$ cat config.mk
export PLATFORM = sky130hd
export DESIGN_NAME = nand_page_dma
export DESIGN_NICKNAME = d
export VERILOG_FILES = /design/src/rtl/nfdma_pkg.sv /design/src/rtl/nfdma_regs.sv /design/src/rtl/nfdma_burst.sv /design/src/rtl/nfdma_seq.sv /design/src/rtl/nand_page_dma.sv
export SDC_FILE = /design/constraint.sdc
export NUM_CORES = 1
export LEC_CHECK = 0
export BUFFER_PORTS_ARGS = -buffer_cell sky130_fd_sc_hd__buf_2
export CAP_MARGIN = 20
export CORE_UTILIZATION = 50
export DETAILED_ROUTE_END_ITERATION = 8
export GPL_TIMING_DRIVEN = 0
export HOLD_SLACK_MARGIN = 0.15
export PLACE_DENSITY = 0.74
export SYNTH_ARGS = -nofsm -noshare
export SYNTH_HDL_FRONTEND = slang
export SYNTH_HIERARCHICAL = 1
export SYNTH_SLANG_ARGS = --single-unit
$ cat constraint.sdc
create_clock -name clk_i -period 4.1 [get_ports clk_i]
set_input_delay 0.205 -clock clk_i [delete_from_list [all_inputs] [get_ports clk_i]]
set_output_delay 0.205 -clock clk_i [all_outputs]
set_load 0.01 [all_outputs]
$ cat src/rtl/nfdma_pkg.sv
package nfdma_pkg;
  typedef enum logic [2:0] {
    RG_CTRL  = 3'd0,
    RG_DADDR = 3'd1,
    RG_OADDR = 3'd2,
    RG_LEN   = 3'd3,
    RG_PARA  = 3'd4,
    RG_IEN   = 3'd5,
    RG_ISTAT = 3'd6,
    RG_ICLR  = 3'd7
  } reg_idx_e;

  // control bits [9:1]
  typedef struct packed {
    logic [1:0] cs;
    logic       ac4;
    logic       b16;
    logic       b8;
    logic       b4;
    logic       oob_en;
    logic       data_en;
    logic       we;
  } ctrl_t;

  localparam int IB_CE  = 5;
  localparam int IB_UE  = 6;
  localparam int IB_DMA = 9;
  localparam logic [31:0] IRQ_MASK = (32'd1 << IB_DMA) | (32'd1 << IB_UE) | (32'd1 << IB_CE);

  localparam int LEN_LSB = 16;
  localparam int LEN_W   = 12;

  localparam logic [7:0] CMD_RD1 = 8'h00;
  localparam logic [7:0] CMD_RD2 = 8'h30;
  localparam logic [7:0] CMD_PG1 = 8'h80;
  localparam logic [7:0] CMD_PG2 = 8'h10;

  localparam int BLEN_W = 5;

  typedef enum logic [2:0] {
    S_IDLE, S_CMD1, S_CMD2, S_WAIT, S_DATA, S_OOB, S_DONE
  } state_e;
endpackage

$ cat src/rtl/nfdma_regs.sv
module nfdma_regs
  import nfdma_pkg::*;
#(
  parameter int AW = 32
) (
  input  logic              clk_i,
  input  logic              rst_ni,
  input  logic              reg_wr_i,
  input  logic [2:0]        reg_addr_i,
  input  logic [31:0]       reg_wdata_i,
  output logic [31:0]       reg_rdata_o,
  input  logic              busy_i,
  input  logic              done_i,
  input  logic              ecc_ce_i,
  input  logic              ecc_ue_i,
  output logic              start_o,
  output ctrl_t             ctrl_o,
  output logic [AW-1:0]     daddr_o,
  output logic [AW-1:0]     oaddr_o,
  output logic [LEN_W-1:0]  olen_o,
  output logic [5:0]        para_o,
  output logic              irq_o
);
  ctrl_t             ctrl_q;
  logic [AW-1:0]     daddr_q, oaddr_q;
  logic [LEN_W-1:0]  olen_q;
  logic [5:0]        para_q;
  logic [31:0]       ien_q, stat_q, stat_set, stat_clr;
  logic              cfg_wr;

  assign cfg_wr  = reg_wr_i && !busy_i;
  assign start_o = cfg_wr && reg_addr_i == RG_CTRL && reg_wdata_i[0];

  always_comb begin
    stat_set = '0;
    stat_set[IB_DMA] = done_i;
    stat_set[IB_UE]  = ecc_ue_i;
    stat_set[IB_CE]  = ecc_ce_i;
    stat_clr = (reg_wr_i && reg_addr_i == RG_ICLR) ? (reg_wdata_i & IRQ_MASK) : '0;
  end

  always_ff @(posedge clk_i or negedge rst_ni) begin
    if (!rst_ni) begin
      ctrl_q  <= '0;
      daddr_q <= '0;
      oaddr_q <= '0;
      olen_q  <= '0;
      para_q  <= '0;
      ien_q   <= '0;
      stat_q  <= '0;
    end else begin
      if (cfg_wr) begin
        case (reg_addr_i)
          RG_CTRL:  ctrl_q  <= ctrl_t'(reg_wdata_i[9:1]);
          RG_DADDR: daddr_q <= reg_wdata_i[AW-1:0];
          RG_OADDR: oaddr_q <= reg_wdata_i[AW-1:0];
          RG_LEN:   olen_q  <= reg_wdata_i[LEN_LSB +: LEN_W];
          RG_PARA:  para_q  <= reg_wdata_i[5:0];
          default: ;
        endcase
      end
      if (reg_wr_i && reg_addr_i == RG_IEN) ien_q <= reg_wdata_i & IRQ_MASK;
      stat_q <= (stat_q & ~stat_clr) | stat_set;
    end
  end

  always_comb begin
    reg_rdata_o = '0;
    case (reg_addr_i)
      RG_CTRL:  reg_rdata_o[9:0] = {ctrl_q, busy_i};
      RG_DADDR: reg_rdata_o[AW-1:0] = daddr_q;
      RG_OADDR: reg_rdata_o[AW-1:0] = oaddr_q;
      RG_LEN:   reg_rdata_o[LEN_LSB +: LEN_W] = olen_q;
      RG_PARA:  reg_rdata_o[5:0] = para_q;
      RG_IEN:   reg_rdata_o = ien_q;
      RG_ISTAT: reg_rdata_o = stat_q;
      default:  reg_rdata_o = '0;
    endcase
  end

  assign ctrl_o  = ctrl_q;
  assign daddr_o = daddr_q;
  assign oaddr_o = oaddr_q;
  assign olen_o  = olen_q;
  assign para_o  = para_q;
  assign irq_o   = |(stat_q & ien_q);

  a_r7_done_sets_dma: assert property (@(posedge clk_i) disable iff (!rst_ni)
    done_i |=> stat_q[IB_DMA]);
  a_r9_set_wins_ue: assert property (@(posedge clk_i) disable iff (!rst_ni)
    ecc_ue_i |=> stat_q[IB_UE]);
  a_r9_w1c_ce: assert property (@(posedge clk_i) disable iff (!rst_ni)
    (reg_wr_i && reg_addr_i == RG_ICLR && reg_wdata_i[IB_CE] && !ecc_ce_i) |=> !stat_q[IB_CE]);
  a_r1_ctrl_frozen: assert property (@(posedge clk_i) disable iff (!rst_ni)
    (busy_i && reg_wr_i) |=> ($stable(ctrl_q) && $stable(daddr_q) && $stable(olen_q)));
endmodule

$ cat src/rtl/nfdma_burst.sv
module nfdma_burst
  import nfdma_pkg::*;
#(
  parameter int LW = 12
) (
  input  ctrl_t              ctrl_i,
  input  logic [LW-1:0]      rem_i,
  output logic [BLEN_W-1:0]  blen_o
);
  logic [BLEN_W-1:0] cap;

  always_comb begin
    if (ctrl_i.b16)     cap = BLEN_W'(16);
    else if (ctrl_i.b8) cap = BLEN_W'(8);
    else if (ctrl_i.b4) cap = BLEN_W'(4);
    else                cap = BLEN_W'(1);
    blen_o = (rem_i < LW'(cap)) ? BLEN_W'(rem_i) : cap;
  end
endmodule

$ cat src/rtl/nfdma_seq.sv
module nfdma_seq
  import nfdma_pkg::*;
#(
  parameter int AW         = 32,
  parameter int PAGE_BYTES = 2048,
  parameter int LW         = 12
) (
  input  logic               clk_i,
  input  logic               rst_ni,
  input  logic               start_i,
  input  ctrl_t              ctrl_i,
  input  logic [AW-1:0]      daddr_i,
  input  logic [AW-1:0]      oaddr_i,
  input  logic [LEN_W-1:0]   olen_i,
  input  logic [5:0]         para_i,
  output logic               nf_cmd_valid_o,
  output logic [7:0]         nf_cmd_o,
  input  logic               nf_cmd_ready_i,
  input  logic               nf_rb_i,
  output logic [1:0]         nf_cs_o,
  output logic [2:0]         nf_addr_cyc_o,
  output logic               mem_req_o,
  output logic               mem_we_o,
  output logic [AW-1:0]      mem_addr_o,
  output logic [BLEN_W-1:0]  mem_len_o,
  input  logic               mem_ack_i,
  output logic               busy_o,
  output logic               done_o
);
  state_e        state_q, state_d;
  logic [AW-1:0] addr_q, addr_d;
  logic [LW-1:0] rem_q, rem_d;
  logic [BLEN_W-1:0] blen;
  logic          want_data, want_oob, last_burst;

  // after-areas, spare-area and first-area targets
  state_e        post_st, oob_st, ent_st;
  logic [AW-1:0] oob_addr, ent_addr;
  logic [LW-1:0] oob_rem, ent_rem;

  nfdma_burst #(.LW(LW)) u_burst (
    .ctrl_i (ctrl_i),
    .rem_i  (rem_q),
    .blen_o (blen)
  );

  assign want_data  = ctrl_i.data_en && para_i[0];
  assign want_oob   = ctrl_i.oob_en && para_i[1] && (olen_i != '0);
  assign last_burst = rem_q == LW'(blen);

  always_comb begin
    post_st = ctrl_i.we ? S_CMD2 : S_DONE;
    if (want_oob) begin
      oob_st = S_OOB; oob_addr = oaddr_i; oob_rem = LW'(olen_i);
    end else begin
      oob_st = post_st; oob_addr = addr_q; oob_rem = rem_q;
    end
    if (want_data) begin
      ent_st = S_DATA; ent_addr = daddr_i; ent_rem = LW'(PAGE_BYTES);
    end else begin
      ent_st = oob_st; ent_addr = oob_addr; ent_rem = oob_rem;
    end
  end

  always_comb begin
    state_d = state_q;
    addr_d  = addr_q;
    rem_d   = rem_q;
    case (state_q)
      S_IDLE: if (start_i) state_d = S_CMD1;
      S_CMD1: if (nf_cmd_ready_i) begin
        if (ctrl_i.we) begin
          state_d = ent_st; addr_d = ent_addr; rem_d = ent_rem;
        end else begin
          state_d = S_CMD2;
        end
      end
      S_CMD2: if (nf_cmd_ready_i) state_d = S_WAIT;
      S_WAIT: if (nf_rb_i) begin
        if (ctrl_i.we) begin
          state_d = S_DONE;
        end else begin
          state_d = ent_st; addr_d = ent_addr; rem_d = ent_rem;
        end
      end
      S_DATA: if (mem_ack_i) begin
        if (last_burst) begin
          state_d = oob_st; addr_d = oob_addr; rem_d = oob_rem;
        end else begin
          addr_d = addr_q + AW'(blen); rem_d = rem_q - LW'(blen);
        end
      end
      S_OOB: if (mem_ack_i) begin
        if (last_burst) begin
          state_d = post_st;
        end else begin
          addr_d = addr_q + AW'(blen); rem_d = rem_q - LW'(blen);
        end
      end
      S_DONE:  state_d = S_IDLE;
      default: state_d = S_IDLE;
    endcase
  end

  always_ff @(posedge clk_i or negedge rst_ni) begin
    if (!rst_ni) begin
      state_q <= S_IDLE;
      addr_q  <= '0;
      rem_q   <= '0;
    end else begin
      state_q <= state_d;
      addr_q  <= addr_d;
      rem_q   <= rem_d;
    end
  end

  always_comb begin
    nf_cmd_valid_o = (state_q == S_CMD1) || (state_q == S_CMD2);
    if (state_q == S_CMD1) nf_cmd_o = ctrl_i.we ? CMD_PG1 : CMD_RD1;
    else                   nf_cmd_o = ctrl_i.we ? CMD_PG2 : CMD_RD2;
  end

  assign nf_cs_o       = ctrl_i.cs;
  assign nf_addr_cyc_o = ctrl_i.ac4 ? 3'd4 : 3'd5;
  assign mem_req_o     = (state_q == S_DATA) || (state_q == S_OOB);
  assign mem_we_o      = !ctrl_i.we;
  assign mem_addr_o    = addr_q;
  assign mem_len_o     = blen;
  assign busy_o        = state_q != S_IDLE;
  assign done_o        = state_q == S_DONE;

  a_r5_burst_cap: assert property (@(posedge clk_i) disable iff (!rst_ni)
    mem_req_o |-> (mem_len_o != '0 && LW'(mem_len_o) <= rem_q &&
                   mem_len_o <= (ctrl_i.b16 ? 5'd16 : ctrl_i.b8 ? 5'd8 : ctrl_i.b4 ? 5'd4 : 5'd1)));
  a_r5_req_hold: assert property (@(posedge clk_i) disable iff (!rst_ni)
    (mem_req_o && !mem_ack_i) |=> (mem_req_o && $stable(mem_addr_o) && $stable(mem_len_o)));
  a_r3_cmd_hold: assert property (@(posedge clk_i) disable iff (!rst_ni)
    (nf_cmd_valid_o && !nf_cmd_ready_i) |=> (nf_cmd_valid_o && $stable(nf_cmd_o)));
  a_r6_cs_stable: assert property (@(posedge clk_i) disable iff (!rst_ni)
    (busy_o && $past(busy_o)) |-> ($stable(nf_cs_o) && $stable(nf_addr_cyc_o)));
  a_r7_done_ends: assert property (@(posedge clk_i) disable iff (!rst_ni)
    done_o |=> !busy_o);
  a_r2_no_req_before_start: assert property (@(posedge clk_i) disable iff (!rst_ni)
    !busy_o |-> !mem_req_o && !nf_cmd_valid_o);
endmodule

$ cat src/rtl/nand_page_dma.sv
module nand_page_dma
  import nfdma_pkg::*;
#(
  parameter int AW         = 32,
  parameter int PAGE_BYTES = 2048
) (
  input  logic          clk_i,
  input  logic          rst_ni,
  input  logic          reg_wr_i,
  input  logic [2:0]    reg_addr_i,
  input  logic [31:0]   reg_wdata_i,
  output logic [31:0]   reg_rdata_o,
  output logic          nf_cmd_valid_o,
  output logic [7:0]    nf_cmd_o,
  input  logic          nf_cmd_ready_i,
  input  logic          nf_rb_i,
  output logic [1:0]    nf_cs_o,
  output logic [2:0]    nf_addr_cyc_o,
  output logic          mem_req_o,
  output logic          mem_we_o,
  output logic [AW-1:0] mem_addr_o,
  output logic [4:0]    mem_len_o,
  input  logic          mem_ack_i,
  input  logic          ecc_ce_i,
  input  logic          ecc_ue_i,
  output logic [3:0]    ecc_en_o,
  output logic          irq_o
);
  localparam int MAXLEN = (PAGE_BYTES > 4095) ? PAGE_BYTES : 4095;
  localparam int LW     = $clog2(MAXLEN + 1);

  ctrl_t             ctrl;
  logic [AW-1:0]     daddr, oaddr;
  logic [LEN_W-1:0]  olen;
  logic [5:0]        para;
  logic              start, busy, done;

  nfdma_regs #(.AW(AW)) u_regs (
    .clk_i       (clk_i),
    .rst_ni      (rst_ni),
    .reg_wr_i    (reg_wr_i),
    .reg_addr_i  (reg_addr_i),
    .reg_wdata_i (reg_wdata_i),
    .reg_rdata_o (reg_rdata_o),
    .busy_i      (busy),
    .done_i      (done),
    .ecc_ce_i    (ecc_ce_i),
    .ecc_ue_i    (ecc_ue_i),
    .start_o     (start),
    .ctrl_o      (ctrl),
    .daddr_o     (daddr),
    .oaddr_o     (oaddr),
    .olen_o      (olen),
    .para_o      (para),
    .irq_o       (irq_o)
  );

  nfdma_seq #(.AW(AW), .PAGE_BYTES(PAGE_BYTES), .LW(LW)) u_seq (
    .clk_i          (clk_i),
    .rst_ni         (rst_ni),
    .start_i        (start),
    .ctrl_i         (ctrl),
    .daddr_i        (daddr),
    .oaddr_i        (oaddr),
    .olen_i         (olen),
    .para_i         (para),
    .nf_cmd_valid_o (nf_cmd_valid_o),
    .nf_cmd_o       (nf_cmd_o),
    .nf_cmd_ready_i (nf_cmd_ready_i),
    .nf_rb_i        (nf_rb_i),
    .nf_cs_o        (nf_cs_o),
    .nf_addr_cyc_o  (nf_addr_cyc_o),
    .mem_req_o      (mem_req_o),
    .mem_we_o       (mem_we_o),
    .mem_addr_o     (mem_addr_o),
    .mem_len_o      (mem_len_o),
    .mem_ack_i      (mem_ack_i),
    .busy_o         (busy),
    .done_o         (done)
  );

  assign ecc_en_o = para[5:2];

  a_r11_ecc_en_track: assert property (@(posedge clk_i) disable iff (!rst_ni)
    busy |-> $stable(ecc_en_o));
endmodule

; ---- Word level (Yosys, flattened, before mapping)
; Cells that the tools add are included.
[word_totals]
out_inout_bits = 90
in_bits = 43
elab_cells = 124
register_bits = 173
[op_classes]
n_bitwise = 4
n_addsub = 2
mux = 50
n_reduce_logical = 25
n_lt_le_gt_ge = 1
eq_ne = 25
[op_table]
columns = operator, count
row1 = $mux 32, 10
row2 = $pmux 32 s4, 1
row3 = $mux 12, 10
row4 = $pmux 12 s4, 2
row5 = $mux 3, 14
row6 = $pmux 6 s6, 1
row7 = $add 32x5->32, 1
row8 = $and 32x10->32, 1
row9 = $and 32x32->32, 1
row10 = $not 32->32, 1
row11 = $or 32x10->32, 1
row12 = $reduce_or 32->1, 1
row13 = $eq 3x3->1 const B, 7
row14 = $pmux 4 s5, 1
row15 = $ne 2x2->1 const B, 9
row16 = $pmux 3 s6, 1
row17 = $pmux 6 s3, 1
row18 = $mux 8, 2
row19 = $reduce_and 8->1, 2
row20 = $eq 12x5->1, 1
row21 = $eq 3x2->1 const B, 4
row22 = $lt 12x5->1, 1
row23 = $pmux 4 s3, 1
row24 = $reduce_bool 12->1, 1
row25 = other kinds (15), 32

; ---- Logic depth before layout (Yosys ltp)
[depth]
ltp_word = 9
ltp_mapped = 16
depth_no_buf = 16

; ---- By module
; Netlist, hierarchy kept.
[modules_own_cells]
columns = module, cells_per_inst, area_each_um2, seq_area_each_um2, instances
row1 = nfdma_seq, 587, 4493.1, 1176.1, 1
row2 = nfdma_regs, 327, 4435.5, 2427.3, 1
row3 = nfdma_burst, 23, 212.7, 0.0, 1

; ---- Least setup slack after synthesis
; No wires, ideal clock.
[synth_path]
path_kind = register to register
from = reg u_regs.ctrl_q (netlist bit u_regs/ctrl_o[5])
to = reg u_seq.addr_q[16] (netlist: u_seq/mem_addr_o[16])
path_buffers = 1
stages_incl_launch_ff = 17
arrival_ns = 3.707
t_required_ns = 3.965
period_less_slack_ns = 3.842
setup_ns = 0.135
path_slack_ns = 0.258
path_cell_list = dfrtp_1 -> inv_1 -> nand2_1 -> ha_1 -> a21oi_1 -> o211ai_2 -> a41oi_4 -> mux2_4 -> ha_1 -> fa_1 -> a211oi_1 -> o21bai_1 -> and4_1 -> clkbuf_1 -> and4_1 -> o21ai_0 -> o22ai_1
[synth_between]
elab_chain_len = 7
elab_cells_between_ends = 12
classes_between = add/sub (1) / order compare (1) / eq/ne (2) / mux (7) / reduce/logical (1)
[synth_lines]
columns = element, line
row1 = start: declaration, nfdma_regs.sv:24  ; ctrl_t ctrl_q;
row2 = start signal: assignment, nfdma_regs.sv:54  ; RG_CTRL: ctrl_q <= ctrl_t'(reg_wdata_i[9:1]);
row3 = $mux 5 *, nfdma_burst.sv:13  ; if (ctrl_i.b16) cap = BLEN_W'(16);
row4 = $lt 12x5->1, nfdma_burst.sv:17  ; blen_o = (rem_i < LW'(cap)) ? BLEN_W'(rem_i) : cap;
row5 = $mux 5 *, nfdma_burst.sv:17
row6 = named net mem_len_o[0], nand_page_dma.sv:22  ; output logic [4:0] mem_len_o,
row7 = $add 32x5->32 / $eq 12x5->1 (equally long branches), "nfdma_seq.sv:90, nfdma_seq.sv:97, nfdma_seq.sv:49"
row8 = "$mux 32, on equally long branches", "nfdma_seq.sv:94, nfdma_seq.sv:87"
row9 = "$mux 32, on equally long branches", "nfdma_seq.sv:93, nfdma_seq.sv:86"
row10 = $pmux 32 s4, nfdma_seq.sv:69  ; case (state_q)
row11 = end signal: assignment, nfdma_seq.sv:112  ; addr_q <= addr_d;
row12 = end: declaration, nfdma_seq.sv:31  ; logic [AW-1:0] addr_q, addr_d;
; The timed path passes the listed nets; every way through them passes the cells marked *. The select of a mux whose other input is x is not followed.
; A chain may end at the register's enable or synchronous reset.

; ---- Worst setup path after layout
[layout_path]
from = reg u_regs.ctrl_q (netlist bit u_regs/ctrl_o[5])
to = reg u_seq.addr_q[19] (netlist: u_seq/mem_addr_o[19])
[layout_between]
elab_chain_len = 7
elab_cells_between_ends = 12
classes_between = add/sub (1) / order compare (1) / eq/ne (2) / mux (7) / reduce/logical (1)
[layout_lines]
columns = element, line
row1 = $mux 5 *, nfdma_burst.sv:13
row2 = $lt 12x5->1, nfdma_burst.sv:17
row3 = $mux 5 *, nfdma_burst.sv:17
row4 = $add 32x5->32 / $eq 12x5->1 (equally long branches), "nfdma_seq.sv:90, nfdma_seq.sv:97, nfdma_seq.sv:49"
row5 = "$mux 32, on equally long branches", "nfdma_seq.sv:94, nfdma_seq.sv:87"
row6 = "$mux 32, on equally long branches", "nfdma_seq.sv:93, nfdma_seq.sv:86"
row7 = $pmux 32 s4, nfdma_seq.sv:69
; Mark *: on every way between the ends. The rest lies on a longest branch, timed or not. The select of a mux whose other input is x is not followed.

==> summary.md <==
Status
* complete, no violations — status

Layout
* 5207 um^2 — multi-input gate area in the final layout
* sky130_fd_sc_hd__buf_2 — most common cell after layout, fill and taps aside
* 23.76% — layout-stage area growth over the synthesis result
* 0 — number of inserted diodes
* 31.70% — share of final-layout standard cells stronger than drive strength 1
* 1451 — final-layout fill cell count
* 3606 um^2 — flip-flop and latch area
* 1197 — count of nets after finishing
* 1374 — final std cells w/o fill
* sky130_fd_sc_hd__buf_2, sky130_fd_sc_hd__dfrtp_1, sky130_fd_sc_hd__mux2_2, sky130_fd_sc_hd__nand2_1, sky130_fd_sc_hd__nor2_1 — top library cells by usage in the layout, fill and taps aside

Placed design
* -0.6983 ns — Placement Setup Slack
* 21510 um — sum of net half-perimeters after detailed placement
* 1296 — number of cells in the design after placement
* 124 — count of input and output buffers
* 0.9720 — GP Congestion

Clock network
* 17 — number of buffers added by the clock tree synthesis step
* 0.42 ns — clock network latency to the later pin of the worst-skew pair
* done — clock tree from TritonCTS
* 2 — clk buf depth
* 144 — Sink Count
* 0.06 ns — clock transition at the registers of the reported paths
* sky130_fd_sc_hd__clkbuf_16 — clock tree root driver cell
* 4 — maximum level of the CTS H-tree

Logic synthesis
* 9.756 um^2 — mean instance size in the synthesized netlist
* 6 — Yosys warnings
* 0 — count of flip-flops with a built-in enable after synthesis
* 144 — number of synthesized register bits
* 82 — unique cell type count in the Yosys netlist
* sky130_fd_sc_hd__dfrtp_1 — biggest area consumer among synthesized cells
* 39.42% — share of the synthesized area in the top cell type
* sky130_fd_sc_hd__dfrtp_1, sky130_fd_sc_hd__mux2_2, sky130_fd_sc_hd__nand2_1, sky130_fd_sc_hd__a21oi_1, sky130_fd_sc_hd__o21ai_0 — top cells by area, synth
* 9141 um^2 — Syn Std Cell Area
* 100.0% — async set or reset register ratio after synthesis
* sky130_fd_sc_hd__dfrtp_1 — Most used DFF post-synth
* 937 — Synth Instances
* 39.42% — Seq/Total Area, Yosys

Floorplanning
* 137.2 um — Die Width
* 137.2 um — DIE HEIGHT
* 50.89% — Starting Density
* 49 — Cell Rows
* 18830 um^2 — Die Outline Area
* 133 — boundary pin count
* 17960 um^2 — Core Area

Critical path
* flip-flop — crit path launch type
* 6 — maximum fanout count along the critical path
* 4.39 ns — Crit path required time
* flip-flop — endpoint class of the critical path
* 4.34 ns — data arrival time at the worst-slack endpoint
* flip-flop to flip-flop — Worst Setup Path Type

Pwr
* 5.009 nW — static leakage power
* 0.0004339 V — maximum VDD drop
* 787.4 nW/um^2 — power density of the placed cells

STA
* 0.05567 ns — worst path setup slack after routing
* 4.044 ns — crit path time final
* 0.007057 ns — clock skew
* 98.64% — post-route fraction of the period consumed by the critical path
* 22.89% — Relative slew margins
* 0 — final setup violating endpoints
* 0 — max-slew violation count
* 0 — Hold Fails Final Rpt
* 1.151 ns — slew at the pin closest to its max-slew limit
* 247.3 MHz — highest clock rate

Drt
* 22.79 um — average wire per cell in the routed design
* 31310 um — final wirelength
* 6 — Pre-Repair DR Iteration Count
* 0 — remaining number of nets flagged by the antenna check after routing
* 0 — final routed DRC violation total
* 9064 — Via Count
* 1410 — initial DRC count
* 6.597 — Vias per Instance

Global route
* 0 — gr ovfl total
* 34.28% — gr usage total
* 8419 — vias in the first global route
* 0 — antenna violations before repair
* 98 — largest net degree at the start of global routing
* 48040 um — first-pass GRT wire length

Worst hold path
* primary input to flip-flop — worst min-delay path class

Run
* 0 — max-cap violation count

## critical path, cell delays in order, from the launching register on
cell and delay (ns):
sky130_fd_sc_hd__dfrtp_2 0.46, sky130_fd_sc_hd__inv_2 0.08, sky130_fd_sc_hd__nand2_2 0.09, sky130_fd_sc_hd__ha_4 0.25, sky130_fd_sc_hd__a21oi_2 0.15, sky130_fd_sc_hd__o211ai_2 0.10
sky130_fd_sc_hd__a41oi_4 0.22, sky130_fd_sc_hd__buf_4 0.15, sky130_fd_sc_hd__mux2_4 0.31, sky130_fd_sc_hd__inv_2 0.07, sky130_fd_sc_hd__ha_4 0.14, sky130_fd_sc_hd__or4b_4 0.47
sky130_fd_sc_hd__or4_4 0.60, sky130_fd_sc_hd__buf_8 0.16, sky130_fd_sc_hd__a21oi_4 0.24, sky130_fd_sc_hd__buf_6 0.14, sky130_fd_sc_hd__nand3_1 0.07, sky130_fd_sc_hd__o211ai_1 0.11
sky130_fd_sc_hd__a21oi_1 0.11
## worst paths after layout
kind / startpoint / endpoint / slack, ns / depth (start not counted)
max: u_regs/ctrl_o[5] / u_seq/mem_addr_o[19] / 0.06 / 18
min: nf_rb_i / u_seq/state_q[1] / 0.22 / 4
max reg2reg: u_regs/ctrl_o[5] / u_seq/mem_addr_o[19] / 0.06 / 18
min reg2reg: u_seq/mem_addr_o[0] / u_seq/mem_addr_o[0] / 0.51 / 2
max in group asynchronous: rst_ni / u_regs/ctrl_o[5] / 2.92 / 3
min in group asynchronous: rst_ni / u_regs/oaddr_o[20] / 0.28 / 2
## synthesized netlist by cell type, types with 4 or more instances
master	count
sky130_fd_sc_hd__a211o_1	4
sky130_fd_sc_hd__a211oi_1	11
sky130_fd_sc_hd__a21o_1	10
sky130_fd_sc_hd__a21oi_1	52
sky130_fd_sc_hd__a222oi_1	8
sky130_fd_sc_hd__a22o_1	16
sky130_fd_sc_hd__a22oi_1	19
sky130_fd_sc_hd__a31oi_1	25
sky130_fd_sc_hd__a41oi_1	4
sky130_fd_sc_hd__and2_1	9
sky130_fd_sc_hd__and3_1	7
sky130_fd_sc_hd__and4_1	7
sky130_fd_sc_hd__buf_2	23
sky130_fd_sc_hd__buf_4	13
sky130_fd_sc_hd__buf_6	7
sky130_fd_sc_hd__clkbuf_1	28
sky130_fd_sc_hd__dfrtp_1	144
sky130_fd_sc_hd__ha_1	17
sky130_fd_sc_hd__inv_1	26
sky130_fd_sc_hd__mux2_1	7
sky130_fd_sc_hd__mux2_2	99
sky130_fd_sc_hd__mux2i_1	21
sky130_fd_sc_hd__nand2_1	86
sky130_fd_sc_hd__nand2b_1	5
sky130_fd_sc_hd__nand3_1	16
sky130_fd_sc_hd__nand4_1	9
sky130_fd_sc_hd__nor2_1	60
sky130_fd_sc_hd__nor2b_1	6
sky130_fd_sc_hd__nor3_1	15
sky130_fd_sc_hd__nor4_1	9
sky130_fd_sc_hd__o211ai_1	8
sky130_fd_sc_hd__o21a_1	6
sky130_fd_sc_hd__o21ai_0	49
sky130_fd_sc_hd__o21ai_1	10
sky130_fd_sc_hd__o221ai_1	7
sky130_fd_sc_hd__o22ai_1	9
sky130_fd_sc_hd__o2bb2ai_1	8
sky130_fd_sc_hd__o32ai_1	6
sky130_fd_sc_hd__xnor2_1	4
## report_power, final
group | leakage, nW | switching [mW] | internal [mW] | total [mW]
logic | 2.96 | 2.56 | 1.92 | 4.48
registers | 1.78 | 0.845 | 2.08 | 2.93
clock network | 0.265 | 0.603 | 0.896 | 1.50
total | 5.01 | 4.01 | 4.90 | 8.91
## flip-flops by register name, summed over array words and instances (netlist names)
register,flops
u_regs/olen_o,12
u_regs/ctrl_o,9
u_seq/state_q,3
u_seq/rem_q,12
u_regs/oaddr_o,32
u_regs/para_o,6
u_seq/mem_addr_o,32
u_regs/stat_q,3
u_regs/daddr_o,32
u_regs/ien_q,3
## through the flow
step | instance area (um^2) | setup TNS, ns | util (%) | hold WS (ns) | power (mW)
final | 11310 | 0 | 62.98 | 0.2237 | 8.908
after global routing | 11310 | -0.4993 | 62.98 | 0.2046 | 9.367
after global placement | 10070 | -18.88 | 56.04 | 0.3829 | 6.829
after CTS | 11160 | 0 | 62.12 | 0.2025 | 8.598
after floorplan | 9160 | 0 | - | -0.09059 | 5.480
after detailed placement | 10100 | -19.26 | 56.23 | 0.1737 | 6.919
## logic make-up after synthesis
logic type                 count (synthesis)  synth area share (%)
muxes                                    129                 15.69
adders and majority gates                 19                 2.765
DFF                                      144                 39.42
and+or+nand+nor                          252                 14.33
other                                      2               0.08215
buffers and inverters                     99                 5.489
xor gates and xnor gates                   7                0.6707
AOI/OAI and AO/OA                        285                 21.56
## final cells by class
class / count / share of cell area [%]
flip-flops and latches: 144 / 31.87
clock buffers: 18 / 3.882
repair buffers: 176 / 10.05
well taps: 229 / 2.533
inverters: 26 / 0.8626
plain buffers: 71 / 3.716
clock inverters: 11 / 1.051
multi-input cells: 699 / 46.03
## routing by layer
| metal | GRT usage, % | routed length [um] |
|---|---|---|
| met2 | 52.47 | 14220 |
| met1 | 46.91 | 12530 |
| met5 | 0 | 0 |
| met4 | 14.77 | 1250 |
| met3 | 7.138 | 3312 |
## repair_timing
item	CTS	global route
hold buffers	37	0
hold endpoints to repair	144	0
cloned	0	0
gates resized for setup	23	24
endpoints found under the setup margin	44	44
setup buffers	7	7
pin swaps	3	6
Power figures use the tool's default switching activity.
